## src/rtl/special_req_pkg.sv

```systemverilog
package special_req_pkg;
  localparam int NUM_SRC = 4;
  // snapshot bit positions, decoded by the microcode
  localparam int SRC_RST = 0;
  localparam int SRC_SO  = 1;
  localparam int SRC_NMI = 2;
  localparam int SRC_IRQ = 3;
  // clear field codes
  localparam int CLR_RST_SO = 0;
  localparam int CLR_NMI    = 2;
  localparam int CLR_IRQ    = 3;
endpackage

```

## src/rtl/req_clr_decode.sv

```systemverilog
module req_clr_decode
  import special_req_pkg::*;
#(
  parameter int CODE_W = 3
) (
  input  logic              en_i,
  input  logic [CODE_W-1:0] code_i,
  output logic [NUM_SRC-1:0] clr_o
);
  logic hit_rst_so, hit_nmi, hit_irq;

  always_comb begin
    hit_rst_so = en_i && (code_i == CODE_W'(CLR_RST_SO));
    hit_nmi    = en_i && (code_i == CODE_W'(CLR_NMI));
    hit_irq    = en_i && (code_i == CODE_W'(CLR_IRQ));
  end

  always_comb begin
    clr_o          = '0;
    clr_o[SRC_RST] = hit_rst_so;
    clr_o[SRC_SO]  = hit_rst_so;   // shared clear line
    clr_o[SRC_NMI] = hit_nmi;
    clr_o[SRC_IRQ] = hit_irq;
  end
endmodule

```

## src/rtl/req_edge_flag.sv

```systemverilog
module req_edge_flag (
  input  logic clk_i,
  input  logic rst_ni,
  input  logic pin_ni,
  input  logic clr_i,
  output logic flag_o
);
  logic prev_q, flag_q, fall;

  assign fall = prev_q & ~pin_ni;

  always_ff @(posedge clk_i or negedge rst_ni) begin
    if (!rst_ni) begin
      prev_q <= 1'b1;
      flag_q <= 1'b0;
    end else begin
      prev_q <= pin_ni;
      if (fall)       flag_q <= 1'b1;   // set wins over clear
      else if (clr_i) flag_q <= 1'b0;
    end
  end

  assign flag_o = flag_q;
endmodule

```

## src/rtl/req_level_flag.sv

```systemverilog
module req_level_flag (
  input  logic clk_i,
  input  logic rst_ni,
  input  logic set_i,
  input  logic clr_i,
  output logic flag_o
);
  logic flag_q;

  always_ff @(posedge clk_i or negedge rst_ni) begin
    if (!rst_ni)      flag_q <= 1'b0;
    else if (set_i)   flag_q <= 1'b1;
    else if (clr_i)   flag_q <= 1'b0;
  end

  assign flag_o = flag_q;
endmodule

```

## src/rtl/req_snapshot.sv

```systemverilog
module req_snapshot
  import special_req_pkg::*;
#(
  parameter int OP_W = 8
) (
  input  logic               clk_i,
  input  logic               rst_ni,
  input  logic               load_i,
  input  logic [NUM_SRC-1:0] req_i,
  input  logic [OP_W-1:0]    opcode_i,
  output logic [OP_W-1:0]    bus_o,
  output logic               sel_o
);
  localparam int PAD_W = OP_W - NUM_SRC;

  logic [NUM_SRC-1:0] snap_q;
  logic               sel_q;

  always_ff @(posedge clk_i or negedge rst_ni) begin
    if (!rst_ni) begin
      snap_q <= '0;
      sel_q  <= 1'b0;
    end else if (load_i) begin
      snap_q <= req_i;
      sel_q  <= |req_i;
    end
  end

  generate
    if (PAD_W > 0) begin : g_pad
      assign bus_o = sel_q ? {{PAD_W{1'b0}}, snap_q} : opcode_i;
    end else begin : g_nopad
      assign bus_o = sel_q ? snap_q : opcode_i;
    end
  endgenerate

  assign sel_o = sel_q;
endmodule

```

## src/rtl/special_req_capture.sv

```systemverilog
module special_req_capture
  import special_req_pkg::*;
#(
  parameter int OP_W   = 8,
  parameter int CODE_W = 3
) (
  input  logic              clk_i,
  input  logic              rst_ni,
  input  logic              rst_req_ni,
  input  logic              nmi_ni,
  input  logic              irq_ni,
  input  logic              so_ni,
  input  logic              irq_dis_i,
  input  logic              irq_sample_i,
  input  logic              clr_en_i,
  input  logic [CODE_W-1:0] clr_code_i,
  input  logic              step1_i,
  input  logic [OP_W-1:0]   opcode_i,
  output logic [OP_W-1:0]   dec_bus_o,
  output logic              special_o
);
  localparam int EDGE_N = 2;

  logic [NUM_SRC-1:0] clr;
  logic [NUM_SRC-1:0] req_q;
  logic [EDGE_N-1:0]  edge_pin_n;
  logic               irq_set;

  req_clr_decode #(.CODE_W(CODE_W)) u_clr (
    .en_i   (clr_en_i),
    .code_i (clr_code_i),
    .clr_o  (clr)
  );

  assign edge_pin_n = {nmi_ni, so_ni};

  for (genvar g = 0; g < EDGE_N; g++) begin : g_edge
    localparam int IDX = (g == 0) ? SRC_SO : SRC_NMI;
    req_edge_flag u_flag (
      .clk_i  (clk_i),
      .rst_ni (rst_ni),
      .pin_ni (edge_pin_n[g]),
      .clr_i  (clr[IDX]),
      .flag_o (req_q[IDX])
    );
  end

  assign irq_set = irq_sample_i & ~irq_ni & ~irq_dis_i;

  req_level_flag u_irq (
    .clk_i  (clk_i),
    .rst_ni (rst_ni),
    .set_i  (irq_set),
    .clr_i  (clr[SRC_IRQ]),
    .flag_o (req_q[SRC_IRQ])
  );

  // reset request dominates its clear while held low
  req_level_flag u_rst (
    .clk_i  (clk_i),
    .rst_ni (rst_ni),
    .set_i  (~rst_req_ni),
    .clr_i  (clr[SRC_RST]),
    .flag_o (req_q[SRC_RST])
  );

  req_snapshot #(.OP_W(OP_W)) u_snap (
    .clk_i    (clk_i),
    .rst_ni   (rst_ni),
    .load_i   (step1_i),
    .req_i    (req_q),
    .opcode_i (opcode_i),
    .bus_o    (dec_bus_o),
    .sel_o    (special_o)
  );
endmodule

```

## config.mk

```make
export PLATFORM = sky130hd
export DESIGN_NAME = special_req_capture
export DESIGN_NICKNAME = d
export VERILOG_FILES = /design/src/rtl/special_req_pkg.sv /design/src/rtl/req_clr_decode.sv /design/src/rtl/req_edge_flag.sv /design/src/rtl/req_level_flag.sv /design/src/rtl/req_snapshot.sv /design/src/rtl/special_req_capture.sv
export SDC_FILE = /design/constraint.sdc
export NUM_CORES = 1
export LEC_CHECK = 0
export ABC_AREA = 0
export BUFFER_PORTS_ARGS = -buffer_cell sky130_fd_sc_hd__buf_2
export CAP_MARGIN = 30
export CELL_PAD_IN_SITES_DETAIL_PLACEMENT = 2
export CELL_PAD_IN_SITES_GLOBAL_PLACEMENT = 2
export CORE_AREA = 2 2 48 50
export CTS_CLUSTER_SIZE = 24
export DETAILED_ROUTE_END_ITERATION = 8
export DIE_AREA = 0 0 50 52
export PLACE_DENSITY = 0.79
export REMOVE_ABC_BUFFERS = 1
export SKIP_LAST_GASP = 1
export SYNTH_ARGS = -nofsm -noshare
export SYNTH_HDL_FRONTEND = slang
export SYNTH_SLANG_ARGS = --single-unit
```

## constraint.sdc

```tcl
create_clock -name clk_i -period 1.4 [get_ports clk_i]
set_clock_uncertainty 0.05 [all_clocks]
set_input_delay 0.28 -clock clk_i [delete_from_list [all_inputs] [get_ports clk_i]]
set_output_delay 0.28 -clock clk_i [all_outputs]
set_load 0.02 [all_outputs]
```

# Word level (Yosys, flattened, before mapping)

Index checks and enable logic that the tools add are counted.

Add/subtract/negate cells: 0
Multiply operators: 0
Divide/modulo/power cells: 0
Order comparisons: 0
Eq/ne operators: 3
Shift-type cells: 0
Multiplexer cells: 8
Bitwise gates (word level): 8
Reductions and logical operators: 8

Operators by type and width:

| operator                                              | count |
|---|---|
| two-way mux 8 bit                                     | 1 |
| two-way mux 1 bit                                     | 7 |
| == test 3 x 2 -> 1 bit, second input constant         | 2 |
| nonzero test 2 bit                                    | 3 |
| bitwise AND 1 bit                                     | 4 |
| inverter 1 bit                                        | 4 |
| OR reduction 4 bit                                    | 1 |
| logical AND 1 bit                                     | 3 |
| logical NOT 3 bit                                     | 1 |
| inequality test 2 x 1 -> 1 bit, second input constant | 1 |

Bits in registers: 11
Bits in latches: 0
Bits in writable memories: 0
ROM bits: 0
Input bits: 21
Word-level logic and storage cells: 35
Memories kept: 0

# Depth between registers and ports, before layout

Depth in word-level cells: 4
Mapped depth: 3

# Hierarchy

Synthesis repeated with hierarchy kept, for this count alone.

Cells, all modules: 46
Area, all modules: 580.6 um^2

By module, submodules not included:

| module              | times used | cells an instance | area an instance (um^2) | sequential area each (um^2) |
|---|---|---|---|---|
| req_snapshot        | 1          | 21                | 281.5                   | 125.1 |
| req_edge_flag       | 2          | 5                 | 71.3                    | 51.3 |
| req_level_flag      | 2          | 3                 | 36.3                    | 25.0 |
| req_clr_decode      | 1          | 7                 | 67.6                    | 0.0 |
| special_req_capture | 1          | 2                 | 16.3                    | 0.0 |

# Worst setup path before layout

OpenSTA, ideal clock, no wires.

Path type: register to output
Start: register u_snap.sel_q (netlist: u_snap.sel_o)
End: output port dec_bus_o[0]
Arrival time: 0.948 ns
Setup slack: 0.122 ns
Cell stages (with the launch flop): 3
Cell sequence: dfrtp_1 -> buf_6 -> mux2_4

Longest elaborated chain between the ends: 1

RTL lines:

| element                | RTL line                  | source |
|---|---|---|
| start, declared        | req_snapshot.sv:17        | `logic sel_q;` |
| start signal, assigned | req_snapshot.sv:25        | `sel_q <= \|req_i;` |
| two-way mux 8 bit      | req_snapshot.sv:31        | `assign bus_o = sel_q ? {{PAD_W{1'b0}}, snap_q} : opcode_i;` |
| end, declared          | special_req_capture.sv:19 | `output logic [OP_W-1:0] dec_bus_o,` |

Every way passes these cells.

# Worst setup path in the final report

Start: register u_snap.sel_q (netlist: u_snap.sel_o)
End: output port dec_bus_o[1]

Same word-level chain as after synthesis.

==> results.md <==
Outcome:
- The run finished, with violations left.
- The checks that failed: negative setup slack.

Timing:
- The share of the cycle needed by the critical path after routing is 108%.
- In the post-route analysis, the smallest setup slack over all paths is -0.115 ns.
- The count of pins over their slew limit is 0.
- The shortest clock period the worst path allows after layout is approximately 1.5 ns.
- The worst pin sits at a relative slew slack of 81.2%.
- The number of setup violations in the final report is 8.
- Static timing analysis puts the maximum clock frequency at 0.660 GHz.
- Setup repair after global routing could not meet its margin everywhere.
- For the pin with the worst max-slew slack, the measured transition is approximately 0.28 ns.
- The worst hold slack across all endpoints is 0.0697 ns.
- The total count of hold-check failures in the final report is 0.

Setup path:
- The kind of critical path is reg2out.
- The worst path arrival time is 1.19 ns.
- The endpoint class of the critical path is an output pin.
- The worst-case reg-to-reg path depth is 2.
- The worst setup path startpoint is u_snap.sel_o.
- The most critical setup path has its endpoint at dec_bus_o[1].
- The startpoint class of the critical path is a register.
- The launch instance of the worst register-to-register path is g_edge[1].u_flag.flag_o.
- Data on the critical path is required at its endpoint by 1.07 ns.
- Along the worst path, the maximum fanout reaches 6.
- In this run the critical register-to-register path is captured at u_snap.sel_o.
- The setup slack of the worst register-to-register path is 0.42 ns.

GRT:
- Global routing used ~12% of the available tracks.
- The first-pass GRT wire length is around 2300 microns.
- The pin count of the biggest net entering global routing is 12.
- The number of antenna violations at the first check in global routing is 0.
- Global routing finished with a remaining overflow of 0.
- The global-route track usage on met2 is 22.4%.
- The global routing's busiest layer is met2.
- The met1 track demand over resource is 10.8%.
- The met3 usage in global routing is 3.74%.
- The number of global-route vias before repair is 494.

Die:
- The count of standard-cell rows is 17.
- The width of the chip is 50 microns.
- In this run the vertical extent of the chip is 52 microns.
- 30 I/O pins were placed.
- For this configuration, the core starts out at a cell density of around a quarter.
- The floorplan core area is 0.00211 sq mm.
- The total die area is about 0.0026 sq mm.

Yosys:
- The fraction of the mapped netlist area in simple logic gates is 14.3%.
- The synthesized netlist occupies a cell area of ~530 sq um.
- The number of synthesis warnings is 0.
- After synthesis, the largest family of logic cells by area is multiplexers.
- The synthesized netlist devotes 0% of its cell area to adder and majority cells.
- Multiplexer cells account for 20.0% of the synthesized area.
- The post-synthesis register bit count is 11.
- In this run, distinct cell masters in the synthesized netlist total 18.
- The post-synthesis compound-gate area fraction is 7.14%.
- The synthesized netlist devotes 0% of its cell area to XOR and XNOR gates.
- The count of mapped cells out of synthesis is 40.
- The synthesized area divided by synthesized cell count is 13.1 sq um.
- The post-synthesis sequential area ratio is 52.9%.

Clock network:
- The clock latency of the later-clocked register in the worst-skew pair is 0.26 ns.
- After clock tree synthesis, the clock-pin slew on the worst setup and hold paths is 0.07 ns.
- Counting the buffers created by CTS gives 3.
- For this design, the sink count on the clock tree is 11.
- Counting along the longest clock path gives a buffer depth of 2.
- TritonCTS built the clock tree.
- The cell at the root of the clock tree is sky130_fd_sc_hd__clkbuf_4.
- CTS built an H-tree with a depth of 1.
- The total setup buffers inserted after CTS is 0.

Cells and area:
- The number of antenna diodes in the final layout is 0.
- The top cell types in the final layout, fill and taps aside, are 21 x sky130_fd_sc_hd__buf_2, 8 x sky130_fd_sc_hd__dfrtp_1, 5 x sky130_fd_sc_hd__inv_1, 5 x sky130_fd_sc_hd__buf_4.
- In the final layout, the share of cells above drive strength 1 is 62.2%.
- At the end of the flow the core is filled with cells to 36.9%.
- The area growth from synthesis to layout is 47.9%.
- With fillers left out, the area of the finished cells amounts to 777 sq um.
- The most frequent standard cell in the layout excluding fill and tap cells is sky130_fd_sc_hd__buf_2.
- The number of nets in the layout is 96.

Drt:
- The length of the first detailed-routing pass in iterations is 3.
- The count of nets left with antenna violations after detail routing is 0.
- The starting DRC count in detailed routing is 2.
- The via count is 451.
- The total wire length is roughly 1300 microns.
- After detailed routing, the average wire length per cell comes to ~13 microns.
- The number of design rule violations left after detail routing is 0.
- Dividing the detail-routed via count by the number of cells gives 4.42.

Power:
- The highest ir drop seen on vdd is 364 uV.
- Power spread over the standard cell area amounts to 933 mW/mm^2.
- Summed over all cells, the static leakage comes to 0.000373 uW.

Placement:
- After detailed placement, the total cell area comes to 702 sq um.
- The routability congestion estimate from global placement is 0.606.
- Once detailed placement completed, the half-perimeter wirelength came to 1020 microns.
- The number of buffer cells added on primary ports is 29.

Run:
- The max-capacitance violation count is 0.

Min path:
- In this run the worst hold path is classified as in2reg.
## cell families (layout without fill, tap and decap cells)
group,count (synthesis),in the layout
flip-flops,11,11
AND/OR/NAND/NOR,10,10
multiplexers,8,8
buffers and inverters,6,40
AO/OA/AOI/OAI,5,5
## where the power goes
group / internal (uW) / switching, uW / total (uW)
clock network: 110 / 100 / 211
logic: 88.7 / 60.7 / 149
registers: 347 / 17.2 / 365
total: 546 / 178 / 725
## worst min-delay path by stage
stage	start	endpoint	slack, ns	cells after the start
6_report	so_ni	g_edge[0].u_flag.prev_q	0.07	1
5_1_grt	so_ni	g_edge[0].u_flag.prev_q	0.04	1
4_1_cts	so_ni	g_edge[0].u_flag.prev_q	0.05	1
3_5_place_dp	rst_ni	u_snap.snap_q[1]	0.11	1
3_3_place_gp	rst_ni	u_snap.snap_q[1]	0.11	1
2_1_floorplan	rst_ni	g_edge[0].u_flag.flag_o	-0.07	0
## state kept, by name, indices dropped and copies added, names as in the netlist
register	flops
u_snap.snap_q	4
g_edge.u_flag.flag_o	2
g_edge.u_flag.prev_q	2
u_irq.flag_o	1
u_rst.flag_o	1
u_snap.sel_o	1
## cell type report
| class | instances | area (sq um) |
|---|---|---|
| clock buffers | 4 | 26.3 |
| fillers | 233 | 1330 |
| inverters | 5 | 18.8 |
| multi-input cells | 23 | 220 |
| flip-flops and latches | 11 | 279 |
| well taps | 28 | 35.0 |
| repair buffers | 31 | 198 |
## timing repair
item	in CTS	in global routing
endpoints found under the hold margin	9	0
gates resized for setup	13	1
setup endpoints to repair	9	9
hold buffers	1	0
## Yosys cell counts
master | number | area, sq um
sky130_fd_sc_hd__a21oi_1 | 1 | 5.00
sky130_fd_sc_hd__a22o_1 | 1 | 8.76
sky130_fd_sc_hd__and4bb_2 | 1 | 12.5
sky130_fd_sc_hd__buf_6 | 1 | 11.3
sky130_fd_sc_hd__dfrtp_1 | 9 | 225
sky130_fd_sc_hd__dfstp_2 | 2 | 52.6
sky130_fd_sc_hd__inv_1 | 5 | 18.8
sky130_fd_sc_hd__mux2_1 | 2 | 22.5
sky130_fd_sc_hd__mux2_2 | 2 | 22.5
sky130_fd_sc_hd__mux2_4 | 4 | 60.1
sky130_fd_sc_hd__nand4b_1 | 1 | 8.76
sky130_fd_sc_hd__nor2_1 | 2 | 7.51
sky130_fd_sc_hd__nor2b_1 | 4 | 25.0
sky130_fd_sc_hd__nor4_1 | 1 | 6.26
sky130_fd_sc_hd__nor4b_2 | 1 | 15.0
sky130_fd_sc_hd__o21ai_1 | 1 | 5.00
sky130_fd_sc_hd__o22ai_1 | 1 | 6.26
sky130_fd_sc_hd__o22ai_2 | 1 | 12.5
## per-stage QoR
| step | setup TNS [ns] | instances | setup slack [ns] | power (uW) |
|---|---|---|---|---|
| 2_1_floorplan | 0 | 39 | 0.0807 | 436 |
| 3_3_place_gp | 0 | 97 | 0.113 | 493 |
| 3_5_place_dp | 0 | 97 | 0.0894 | 501 |
| 4_1_cts | -1.01 | 102 | -0.137 | 746 |
| 5_1_grt | -1.36 | 102 | -0.170 | 782 |
| 6_report | -0.828 | 102 | -0.115 | 725 |
## per-layer routing
layer | part of all wire, % | wire length (microns) | vias up
met3 | 9.8 | 126 | 4
met5 | 0 | 0 | -
met1 | 35 | 454 | 207
li1 | - | - | 208
met4 | 2.7 | 35 | 0
met2 | 52 | 672 | 32
## worst max-delay path: stages, from the launching register on
cell and delay (ns):
sky130_fd_sc_hd__dfrtp_2 0.47, sky130_fd_sc_hd__mux2_4 0.32, sky130_fd_sc_hd__buf_6 0.13
No activity file was read; power rests on OpenSTA's default activity.
